$ cat config.mk
export PLATFORM = sky130hd
export DESIGN_NAME = vic32
export DESIGN_NICKNAME = d
export VERILOG_FILES = /design/src/rtl/vic32.sv
export SDC_FILE = /design/constraint.sdc
export NUM_CORES = 1
export LEC_CHECK = 0
export ABC_AREA = 1
export BUFFER_PORTS_ARGS = -buffer_cell sky130_fd_sc_hd__buf_2
export CAP_MARGIN = 20
export CORE_MARGIN = 5
export CORE_UTILIZATION = 40
export DETAILED_ROUTE_END_ITERATION = 8
export PLACE_DENSITY = 0.63
export SLEW_MARGIN = 30
export SYNTH_ARGS = -nofsm -noshare
export SYNTH_HDL_FRONTEND = slang
export SYNTH_SLANG_ARGS = --single-unit
$ cat constraint.sdc
create_clock -name clk -period 42.4 [get_ports clk]
set_input_delay 4.24 -clock clk [delete_from_list [all_inputs] [get_ports clk]]
set_output_delay 4.24 -clock clk [all_outputs]
set_load 0.01 [all_outputs]
$ cat src/rtl/vic32.sv
`timescale 1ns/1ps
module vic32 #(
  parameter logic [31:0] LEVEL_MASK = 32'hFFFF_0000
) (
  input  logic        clk,
  input  logic        rst_n,
  input  logic [11:0] bus_addr,
  input  logic        bus_we,
  input  logic [31:0] bus_wdata,
  output logic [31:0] bus_rdata,
  input  logic [31:0] irq_in,
  input  logic        nmi_in,
  output logic        irq_req,
  output logic [4:0]  irq_num,
  input  logic        irq_ack,
  input  logic        irq_done,
  input  logic [4:0]  irq_done_num,
  output logic        nmi_req,
  input  logic        nmi_ack
);
  localparam int NIRQ = 32;
  localparam int PW   = 2;
  localparam int NW   = $clog2(NIRQ);

  logic [NIRQ-1:0] en_q, pend_q, act_q, in_q;
  logic [PW-1:0]   prio_q [NIRQ];
  logic            nmi_q, nmi_pend;

  wire wr_ens = bus_we && bus_addr == 12'h100;
  wire wr_enc = bus_we && bus_addr == 12'h180;
  wire wr_pds = bus_we && bus_addr == 12'h200;
  wire wr_pdc = bus_we && bus_addr == 12'h280;
  wire in_pri = bus_addr[11:5] == 7'h20 && bus_addr[1:0] == 2'b00;
  wire wr_pri = bus_we && in_pri;

  logic [PW:0]   best_p, run_p;
  logic [NW-1:0] best_n;

  always_comb begin
    best_p = 3'd4;
    best_n = '0;
    for (int i = NIRQ-1; i >= 0; i--)
      if (pend_q[i] && en_q[i] && {1'b0, prio_q[i]} <= best_p) begin
        best_p = {1'b0, prio_q[i]};
        best_n = NW'(i);
      end
  end

  always_comb begin
    run_p = 3'd4;
    for (int i = 0; i < NIRQ; i++)
      if (act_q[i] && {1'b0, prio_q[i]} < run_p) run_p = {1'b0, prio_q[i]};
  end

  assign irq_req = (best_p < run_p) && !nmi_pend;
  assign irq_num = best_n;
  assign nmi_req = nmi_pend;

  wire [NIRQ-1:0] ack_mask  = (irq_ack && irq_req) ? (NIRQ'(1) << irq_num) : '0;
  wire [NIRQ-1:0] done_mask = irq_done ? (NIRQ'(1) << irq_done_num) : '0;
  wire [NIRQ-1:0] hw_set    = (irq_in & ~in_q & ~LEVEL_MASK)
                            | (irq_in & LEVEL_MASK & ~act_q & ~ack_mask);
  wire [NIRQ-1:0] sw_set    = wr_pds ? bus_wdata : '0;
  wire [NIRQ-1:0] sw_clr    = wr_pdc ? bus_wdata : '0;

  always_ff @(posedge clk or negedge rst_n) begin
    if (!rst_n) begin
      en_q     <= '0;
      pend_q   <= '0;
      act_q    <= '0;
      in_q     <= '0;
      nmi_q    <= 1'b0;
      nmi_pend <= 1'b0;
    end else begin
      in_q  <= irq_in;
      nmi_q <= nmi_in;
      if (wr_ens) en_q <= en_q | bus_wdata;
      else if (wr_enc) en_q <= en_q & ~bus_wdata;
      pend_q   <= ((pend_q | sw_set) & ~(sw_clr | ack_mask)) | hw_set;
      act_q    <= (act_q & ~done_mask) | ack_mask;
      nmi_pend <= (nmi_pend && !nmi_ack) || (nmi_in && !nmi_q);
    end
  end

  generate
    for (genvar g = 0; g < NIRQ; g++) begin : g_prio
      always_ff @(posedge clk or negedge rst_n) begin
        if (!rst_n) prio_q[g] <= '0;
        else if (wr_pri && bus_addr[4:2] == 3'(g / 4))
          prio_q[g] <= bus_wdata[(g % 4) * 8 + 6 +: PW];
      end
    end
  endgenerate

  logic [31:0] pri_word;
  always_comb begin
    pri_word = '0;
    for (int b = 0; b < 4; b++)
      pri_word[b*8+6 +: PW] = prio_q[{bus_addr[4:2], 2'(b)}];
  end

  always_comb begin
    case (bus_addr)
      12'h100, 12'h180: bus_rdata = en_q;
      12'h200, 12'h280: bus_rdata = pend_q;
      default:          bus_rdata = in_pri ? pri_word : '0;
    endcase
  end

  a_r8_ack_clears: assert property (@(posedge clk) disable iff (!rst_n)
    (irq_ack && irq_req && !bus_we && !irq_in[irq_num]) |=> !pend_q[$past(irq_num)]);
  a_r8_ack_activates: assert property (@(posedge clk) disable iff (!rst_n)
    (irq_ack && irq_req && !irq_done) |=> act_q[$past(irq_num)]);
  a_r10_nmi_edge: assert property (@(posedge clk) disable iff (!rst_n)
    (nmi_in && !nmi_q) |=> nmi_req);
  a_r10_nmi_hold: assert property (@(posedge clk) disable iff (!rst_n)
    (nmi_req && !nmi_ack) |=> (nmi_req && !irq_req));
endmodule

Word level (Yosys, flattened, before mapping)
Cells that the tools add are included.
{"block": "totals", "ff_bits": 178, "inputBits": 88, "out_inout_bits": 39, "wordCells": 380}
{"block": "classes", "order_cmp": 68, "eq_ne": 12, "shift": 2, "n_mux": 116, "bitwise": 22, "n_reduce_logical": 122}
{"operator": "32-bit two-way mux", "n": 7}
{"operator": "3-bit two-way mux", "n": 64}
{"operator": "32-bit bitwise AND", "n": 5}
{"operator": "5-bit two-way mux", "n": 32}
{"operator": "32-bit inverter", "n": 5}
{"operator": "32-bit OR", "n": 5}
{"operator": "1-bit logical AND", "n": 113}
{"operator": "2-bit by 3-bit less-or-equal comparator with 1-bit output", "n": 31}
{"operator": "2-bit by 3-bit less-than comparator with 1-bit output", "n": 31}
{"operator": "32-bit case mux with 2 select lines", "n": 1}
{"operator": "1-bit by 5-bit left shift with 32-bit output (first input constant)", "n": 2}
{"operator": "2-bit binary-select mux with 5-bit select", "n": 4}
{"operator": "16-bit by 32-bit OR with 32-bit output", "n": 1}
{"operator": "12-bit by 10-bit equality test with 1-bit output (second input constant)", "n": 2}
{"operator": "12-bit by 9-bit equality test with 1-bit output (second input constant)", "n": 2}
{"operator": "6-bit >= comparator (second input constant)", "n": 4}
{"operator": "5-bit inverter with 6-bit output", "n": 4}
{"operator": "16-bit bitwise AND", "n": 1}
{"operator": "2-bit two-way mux", "n": 8}
{"operator": "16-bit inverter", "n": 1}
{"operator": "3-bit equality test (second input constant)", "n": 4}
{"operator": "7-bit by 6-bit equality test with 1-bit output (second input constant)", "n": 1}
{"operator": "3-bit by 2-bit equality test with 1-bit output (second input constant)", "n": 2}
{"operator": "2-bit OR reduction", "n": 2}
{"operator": "8 further kinds", "n": 10}

Longest topological paths before layout
Gate-level depths: netlist of the first run.
{"block": "depth", "depth_word": 104, "mapped_depth": 261, "ltp_nobuf": 261}

Worst setup path before layout of the first run
Ideal clock, no wire load.
{"block": "synth_path", "path_kind": "flip-flop to output port", "startpoint": "reg (tool-made name)", "endpoint": "out irq_req", "arrival_ps": 26920, "required_ps": 38160, "slack_ps": 11240, "stages_incl_launch_ff": 239, "n_path_buf": 0, "cell_sequence": "dfrtp_1 nand2_2 inv_1 nand2_1 ha_1 inv_1 o21bai_1 nand2_1 nand3_2 nand2_1 o21ai_0 ha_1 nor2_1 maj3_2 nand2_2 nand3_4 o21ai_0 ha_1 [... 203 more ...] ha_1 inv_1 nor2_1 o221ai_2 nand3_2 nand2_1 o21ai_1 ha_1 a21oi_1 a21oi_1 nand2_1 and3_2 nand2_1 o21ai_1 ha_1 nand2_1 inv_1 a21oi_2"}
{"item": "end, declared", "line": "13", "text": "output logic irq_req,"}

==> results.txt, run 1 <==
Die area = 39760 sq um
Number of standard cells after synthesis = 2133
Met3 Use GR = 0.03541
Rows = 69
Synth area leaders = dfrtp_1, nand2_1, inv_1, o21ai_0, ha_1
Netlist cell types = 47
Core footprint = 35480 sq um
Detailed Route Iter0 Violations = 1424
Worst VDD drop = 0.00003278 V
DRC viols = 0
Critical path's top delay family = adder cells
CP max stage delay = 0.36 ns
Post_cts resized = 0
Nets = 2402
Via count = 14632
GR Layer Usage met1 = 0.3383
CTS root buffer = clkbuf_16
Post-synth EDFFs = 0
Top Usage Layer GRT = met2
Pre-Repair DR Iteration Count = 7
Clock Skews = 0.01258 ns
Fill cells = 3632
Finish-stage setup viols = 0
Global route overflow = 0
Slowest library cell on the worst path = dfrtp_1
Num ports = 127
Post-synthesis register bit count = 178
Post-synth top area share = 0.3104
Critical Path Most Common Cell = inv_1
Worst-skew pair later-pin latency = 0.46 ns
DR WL/cell = 18.44 um
Post-route setup TNS = 0 ns
Combinational Power Share = 0.399
Ys async rst share = 1.000
RSZ-0062 raised after global routing = no
Syn avg cell area = 6.727 sq um
Vias per cell = 5.379
PortBufs = 126
Sequential share of the synthesized area = 0.3104
Initial Utilization = 0.4044
GP Congestion = 0.9465
Hold Crit Class = reg -> reg
Clock Tree Buf Depth = 2
Cts-stage hold buffer count = 0
Synth area leader = dfrtp_1
# Max-Cap Violations = 0
Initial antenna violation count = 1
Max-slew violation count = 0
Post-synth top flop = dfrtp_1
Final worst path period need = 35.59 ns
Final Hold Fails = 0
Final Cycle Share = 0.8394
Clk slew on worst S/H paths = 0.08 ns
Relative slew margins = 0.3649
Chip Width = 199.4 um
Sequential power share = 0.310
Num CTS Buffers = 17
Switching Fraction = 0.4257
Largest net degree at the start of global routing = 70
Max Clk Rate = 0.02810 GHz
Synthesized cell area = 14350 sq um
Static Leak = 8.177 nW
Switching power = 0.0002431 W
Layout cells sized above 1 = 0.1636
Sum of buffers and inverters on the critical path = 39
CTS tree = yes
Post-Syn Nets = 2292
Die Ht = 199.4 um
Clock share of power = 0.291
Required time worst endpoint = 38.16 ns
DRT Wirelength = 50.15 mm
P_int = 0.0003281 W
First-pass GRT wire length = 77.60 mm
Post-CTS Setup Bufs = 0
Arrival time worst endpoint = 31.35 ns
Status = completed
Global Route Usage Sum = 0.2519
Post-DP HPWL = 38.90 mm
Measured slew at the worst slew-check pin = 0.9491 ns
Layout area overhead = 11.64%
CP endpoint kind = primary output
ANT nets after route = 0
Pwr per Cell Area = 35.66 nW/um^2
Htree depth = 4
Worst reg-to-reg setup slack = 10.50 ns
Setup Crit Path Kind = reg -> out
Number of global-route vias before repair = 13810
Crit path launch type = register
Worst-path fanout max = 8
Synthesis Warnings = 0
TritonCTS Sinks = 178
GRT met2 Usage = 0.4236
Tot Pwr = 0.0005712 W
[area by class of cell]
type | instances | area, sq um | share of cell area
Timing Repair Buffer | 133 | 695.7 | 0.04343
Clock buffer | 17 | 425.4 | 0.02656
Inverter | 430 | 1614 | 0.1008
Antenna cell | 3 | 7.507 | 0.0004686
Multi-Input combinational cell | 1483 | 8080 | 0.5044
Clock inverter | 15 | 165.2 | 0.01031
Sequential cell | 178 | 4454 | 0.2781
Tap cell | 461 | 576.8 | 0.03601
[power groups by stage]
stage               sequential [W]  clock, W  combinational [W]
floorplan                 0.000179         0           0.000179
global placement          0.000180         0           0.000219
detailed placement        0.000180         0           0.000225
CTS                       0.000177  0.000167           0.000227
global route              0.000178  0.000174           0.000258
finish                    0.000177  0.000166           0.000228
[logic make-up after synthesis]
group           Yosys count  share of synthesized area
simple gates            973                     0.3292
flops                   178                     0.3104
fa+ha+maj                72                    0.06270
buf+inv                 472                     0.1289
compound gates          438                     0.1688
[worst paths after layout]
kind / start / end / cells past startpoint
max: register / irq_req / 232
min: nmi_q / nmi_req / 1
max reg2reg: register / pend_q[26] / 234
min reg2reg: nmi_q / nmi_req / 1
max in group asynchronous: rst_n / asynchronous set/reset pin / 3
min in group asynchronous: rst_n / act_q[17] / 1
[cells in the final DEF (no fill, tap or decap), types with 8 or more instances in the layout]
cell | netlist | layout
inv_2 | 17 | 17
inv_1 | 412 | 412
nand4_1 | 51 | 51
o21ai_0 | 255 | 255
o22ai_1 | 54 | 54
o21ai_1 | 40 | 40
dfrtp_1 | 178 | 178
a21oi_1 | 41 | 41
nor2_1 | 119 | 119
nand2_2 | 86 | 86
nand3_1 | 118 | 117
o221ai_1 | 8 | 8
clkbuf_16 | 0 | 17
nand2_1 | 495 | 495
nor3_1 | 10 | 9
buf_2 | 0 | 125
ha_1 | 71 | 71
nor2_2 | 17 | 17
a22oi_1 | 16 | 16
nand3_2 | 53 | 53
[synthesized netlist by cell type, types with 2 or more instances]
library cell and instances:
nand2_1 495, inv_1 412, o21ai_0 255, dfrtp_1 178
nor2_1 119, nand3_1 118, nand2_2 86, ha_1 71
o22ai_1 54, nand3_2 53, nand4_1 51, a21oi_1 41
o21ai_1 40, clkbuf_1 33, inv_2 17, nor2_2 17
a22oi_1 16, nor3_1 10, o221ai_1 8, nand4_2 6
o21ai_2 5, clkbuf_8 4, nand3_4 4, nor4_1 4
o211ai_1 4, a21oi_2 3, and2_1 3, buf_6 3
a32oi_1 2, clkdlybuf4s50_2 2, nand3b_1 2, o211ai_2 2
[through the flow]
stage | util | cell area, sq um | hold slack [ns] | worst slack (ns) | std cells
4_1_cts | 0.4511 | 16010 | 0.4130 | 7.028 | 2717
3_5_place_dp | 0.4345 | 15420 | 0.4100 | 7.671 | 2685
3_3_place_gp | 0.4341 | 15400 | 0.4073 | 9.078 | 2685
6_report | 0.4515 | 16020 | 0.4115 | 6.811 | 2720
5_1_grt | 0.4513 | 16010 | 0.4426 | 3.119 | 2717
2_1_floorplan | - | 14350 | 0.3988 | 11.24 | 2133
[routing by layer]
layer / vias to the layer above / share of wire
met2: 515 / 0.48
met3: 78 / 0.066
li1: 7160 / -
met5: - / 0
met1: 6879 / 0.43
met4: 0 / 0.031
Power figures use the tool's default switching activity.
==> run 2: changes to the inputs <==
- clock period: 42.4 -> 34.5 ns (I/O delays scaled with it)
==> run 2 against run 1 <==
Against the previous run: register-to-register slack lost 5.6 ns; cell count grew 1.1%; die area is the same; non-clock buffer count grew 29; largest power group unchanged; sequential share of layout area shrank 0.87 points; hold slack gained 0.0059 ns; routed wire length grew 0.82%.
==> results.txt, run 2 (same netlist as run 1, synthesis figures left out) <==
Clock Tree Buf Depth = 2 (unchanged)
ANT nets after route = 0 (unchanged)
Setup Crit Path Kind = reg -> out
Global Route Usage Sum = 0.2530 (+0.001076)
DP Cell Count = 2685 (unchanged)
Worst VDD drop = 0.00003687 V (+12%)
Tot Pwr = 0.0007229 W (+27%)
Critical Path Most Common Cell = nand2_1
Pwr per Cell Area = 43.71 nW/um^2 (+23%)
CTS tree = yes
Clock Skews = 0.01459 ns (+0.002018 ns)
Status = completed
Cts-stage hold buffer count = 0 (unchanged)
Die area = 39760 sq um (unchanged)
# Max-Cap Violations = 0 (unchanged)
Top sig layer = met5
DRT Wirelength = 50.56 mm (+0.82%)
Finish-stage setup viols = 0 (unchanged)
Post-Layout Cell Count = 2749 (+1.1%)
GP Congestion = 0.9443 (-0.23%)
DRC viols = 0 (unchanged)
Clk slew on worst S/H paths = 0.07 ns (about the same)
Required time worst endpoint = 31.05 ns (-7.11 ns)
Slowest library cell on the worst path = dfrtp_1
Crit path launch type = register
CP max stage delay = 0.39 ns (+0.03 ns)
Arrival time worst endpoint = 28.84 ns (-2.51 ns)
PortBufs = 126 (unchanged)
Layout area overhead = 15.24%
Number of global-route vias before repair = 13912 (+0.74%)
Fill cells = 3599 (-0.91%)
TritonCTS Sinks = 178 (unchanged)
Hold Crit Class = reg -> reg
CP endpoint kind = primary output
Initial antenna violation count = 3 (+2)
Num ports = 127 (unchanged)
Measured slew at the worst slew-check pin = 0.9942 ns (+0.04506 ns)
Chip Width = 199.4 um (unchanged)
Global route overflow = 0 (unchanged)
Layout cells sized above 1 = 0.1934 (+0.02987)
Pre-Repair DR Iteration Count = 6 (-1)
Worst-skew pair later-pin latency = 0.46 ns (about the same)
Hold Path Cell Cnt = 1 (unchanged)
Static Leak = 8.426 nW (+3.1%)
Die Ht = 199.4 um (unchanged)
Worst-path fanout max = 7 (-1)
Met3 routed WL = 3.132 mm (-5.8%)
Post-DP HPWL = 38.97 mm (+0.18%)
Final Cycle Share = 0.9359
Nets = 2431 (+1.2%)
Largest net degree at the start of global routing = 72 (+2.9%)
Core footprint = 35480 sq um (unchanged)
Setup slack after layout = 2.210 ns (-4.601 ns)
Post-route setup TNS = 0 ns (unchanged)
Num CTS Buffers = 17 (unchanged)
Area of the multi-input gates = 8353 sq um (+3.4%)
Vias per cell = 5.381 (about the same)
Final Hold Fails = 0 (unchanged)
Rows = 69 (unchanged)
Worst slack, placed = 0.5671 ns (-7.104 ns)
WL met2 = 24.00 mm (+0.71%)
Via count = 14791 (+1.1%)
Sequential Area = 4454 sq um (unchanged)
Max Clk Rate = 0.03097 GHz
CTS root buffer = clkbuf_16
Initial Utilization = 0.4044 (unchanged)
Detailed Route Iter0 Violations = 1210 (-15%)
Htree depth = 4 (unchanged)
First-pass GRT wire length = 78.19 mm (+0.76%)
Most common cell after layout, fill and taps aside = nand2_1
DR WL/cell = 18.39 um (-0.24%)
Worst Reg-to-Reg Cells = 250 (+6.8%)
Final worst path period need = 32.29 ns
Commonest cells after routing, fill and taps aside = nand2_1, inv_1, o21ai_0
Max-slew violation count = 0 (unchanged)
Routed length on met1 = 21.75 mm (+1.5%)
Relative slew margins = 0.3348 (-0.03015)
-- run 2: worst max-delay path, delay by kind of cell, from the launching register on --
kind | cells | cell delay (ns)
DFF | 1 | 0.39
AOI/OAI and AO/OA | 68 | 6.60
buffers and inverters | 38 | 2.24
and+or+nand+nor | 111 | 9.87
adders and majority gates | 33 | 9.21
-- run 2: repair_timing --
| item | CTS | global route |
|---|---|---|
| endpoints found under the hold margin | 0 | 0 |
| pin swaps | 0 | 37 |
| setup endpoints to repair | 1 | 66 |
| resized for setup | 2 | 87 |
| setup buffers | 0 | 29 |
-- run 2: layout make-up --
| class | instances | area share |
|---|---|---|
| Clock buffer | 17 | 0.02573 |
| Tap cell | 461 | 0.03488 |
| Inverter | 430 | 0.09761 |
| Timing Repair Buffer | 162 | 0.05561 |
| Antenna cell | 3 | 0.0004540 |
| Clock inverter | 15 | 0.01120 |
| Multi-Input combinational cell | 1483 | 0.5051 |
| Sequential cell | 178 | 0.2694 |
-- run 2: path summary, 6_finish.rpt --
kind / slack [ns] / endpoint / start
worst max-delay path: 2.21 / irq_req / register
worst max register to register: 4.91 / pend_q[25] / register
min in group asynchronous: 2.98 / act_q[20] / rst_n
max in group asynchronous: 29.73 / asynchronous set/reset pin / rst_n
worst min register to register: 0.42 / nmi_req / nmi_q
worst min-delay path: 0.42 / nmi_req / nmi_q
-- run 2: layer usage --
| layer | vias up | track usage |
|---|---|---|
| li1 | 7225 | - |
| met1 | 6978 | 0.3424 |
| met2 | 491 | 0.4180 |
| met3 | 95 | 0.04131 |
| met4 | 2 | 0.07774 |
| met5 | - | 0 |
-- run 2: power by group --
| part | internal (W) | switching [W] |
|---|---|---|
| Combinational | 0.000105 | 0.000195 |
| Sequential | 0.000213 | 0.00000495 |
| Clock | 0.000105 | 0.000101 |
| Total | 0.000422 | 0.000301 |
-- run 2: metrics by stage --
step	utilization	cell area, sq um	hold slack (ns)
after floorplan	-	14350	0.3988
after global placement	0.4341	15400	0.4073
after detailed placement	0.4345	15420	0.4104
after CTS	0.4517	16030	0.4202
after global routing	0.4660	16530	0.4609
final	0.4660	16540	0.4174
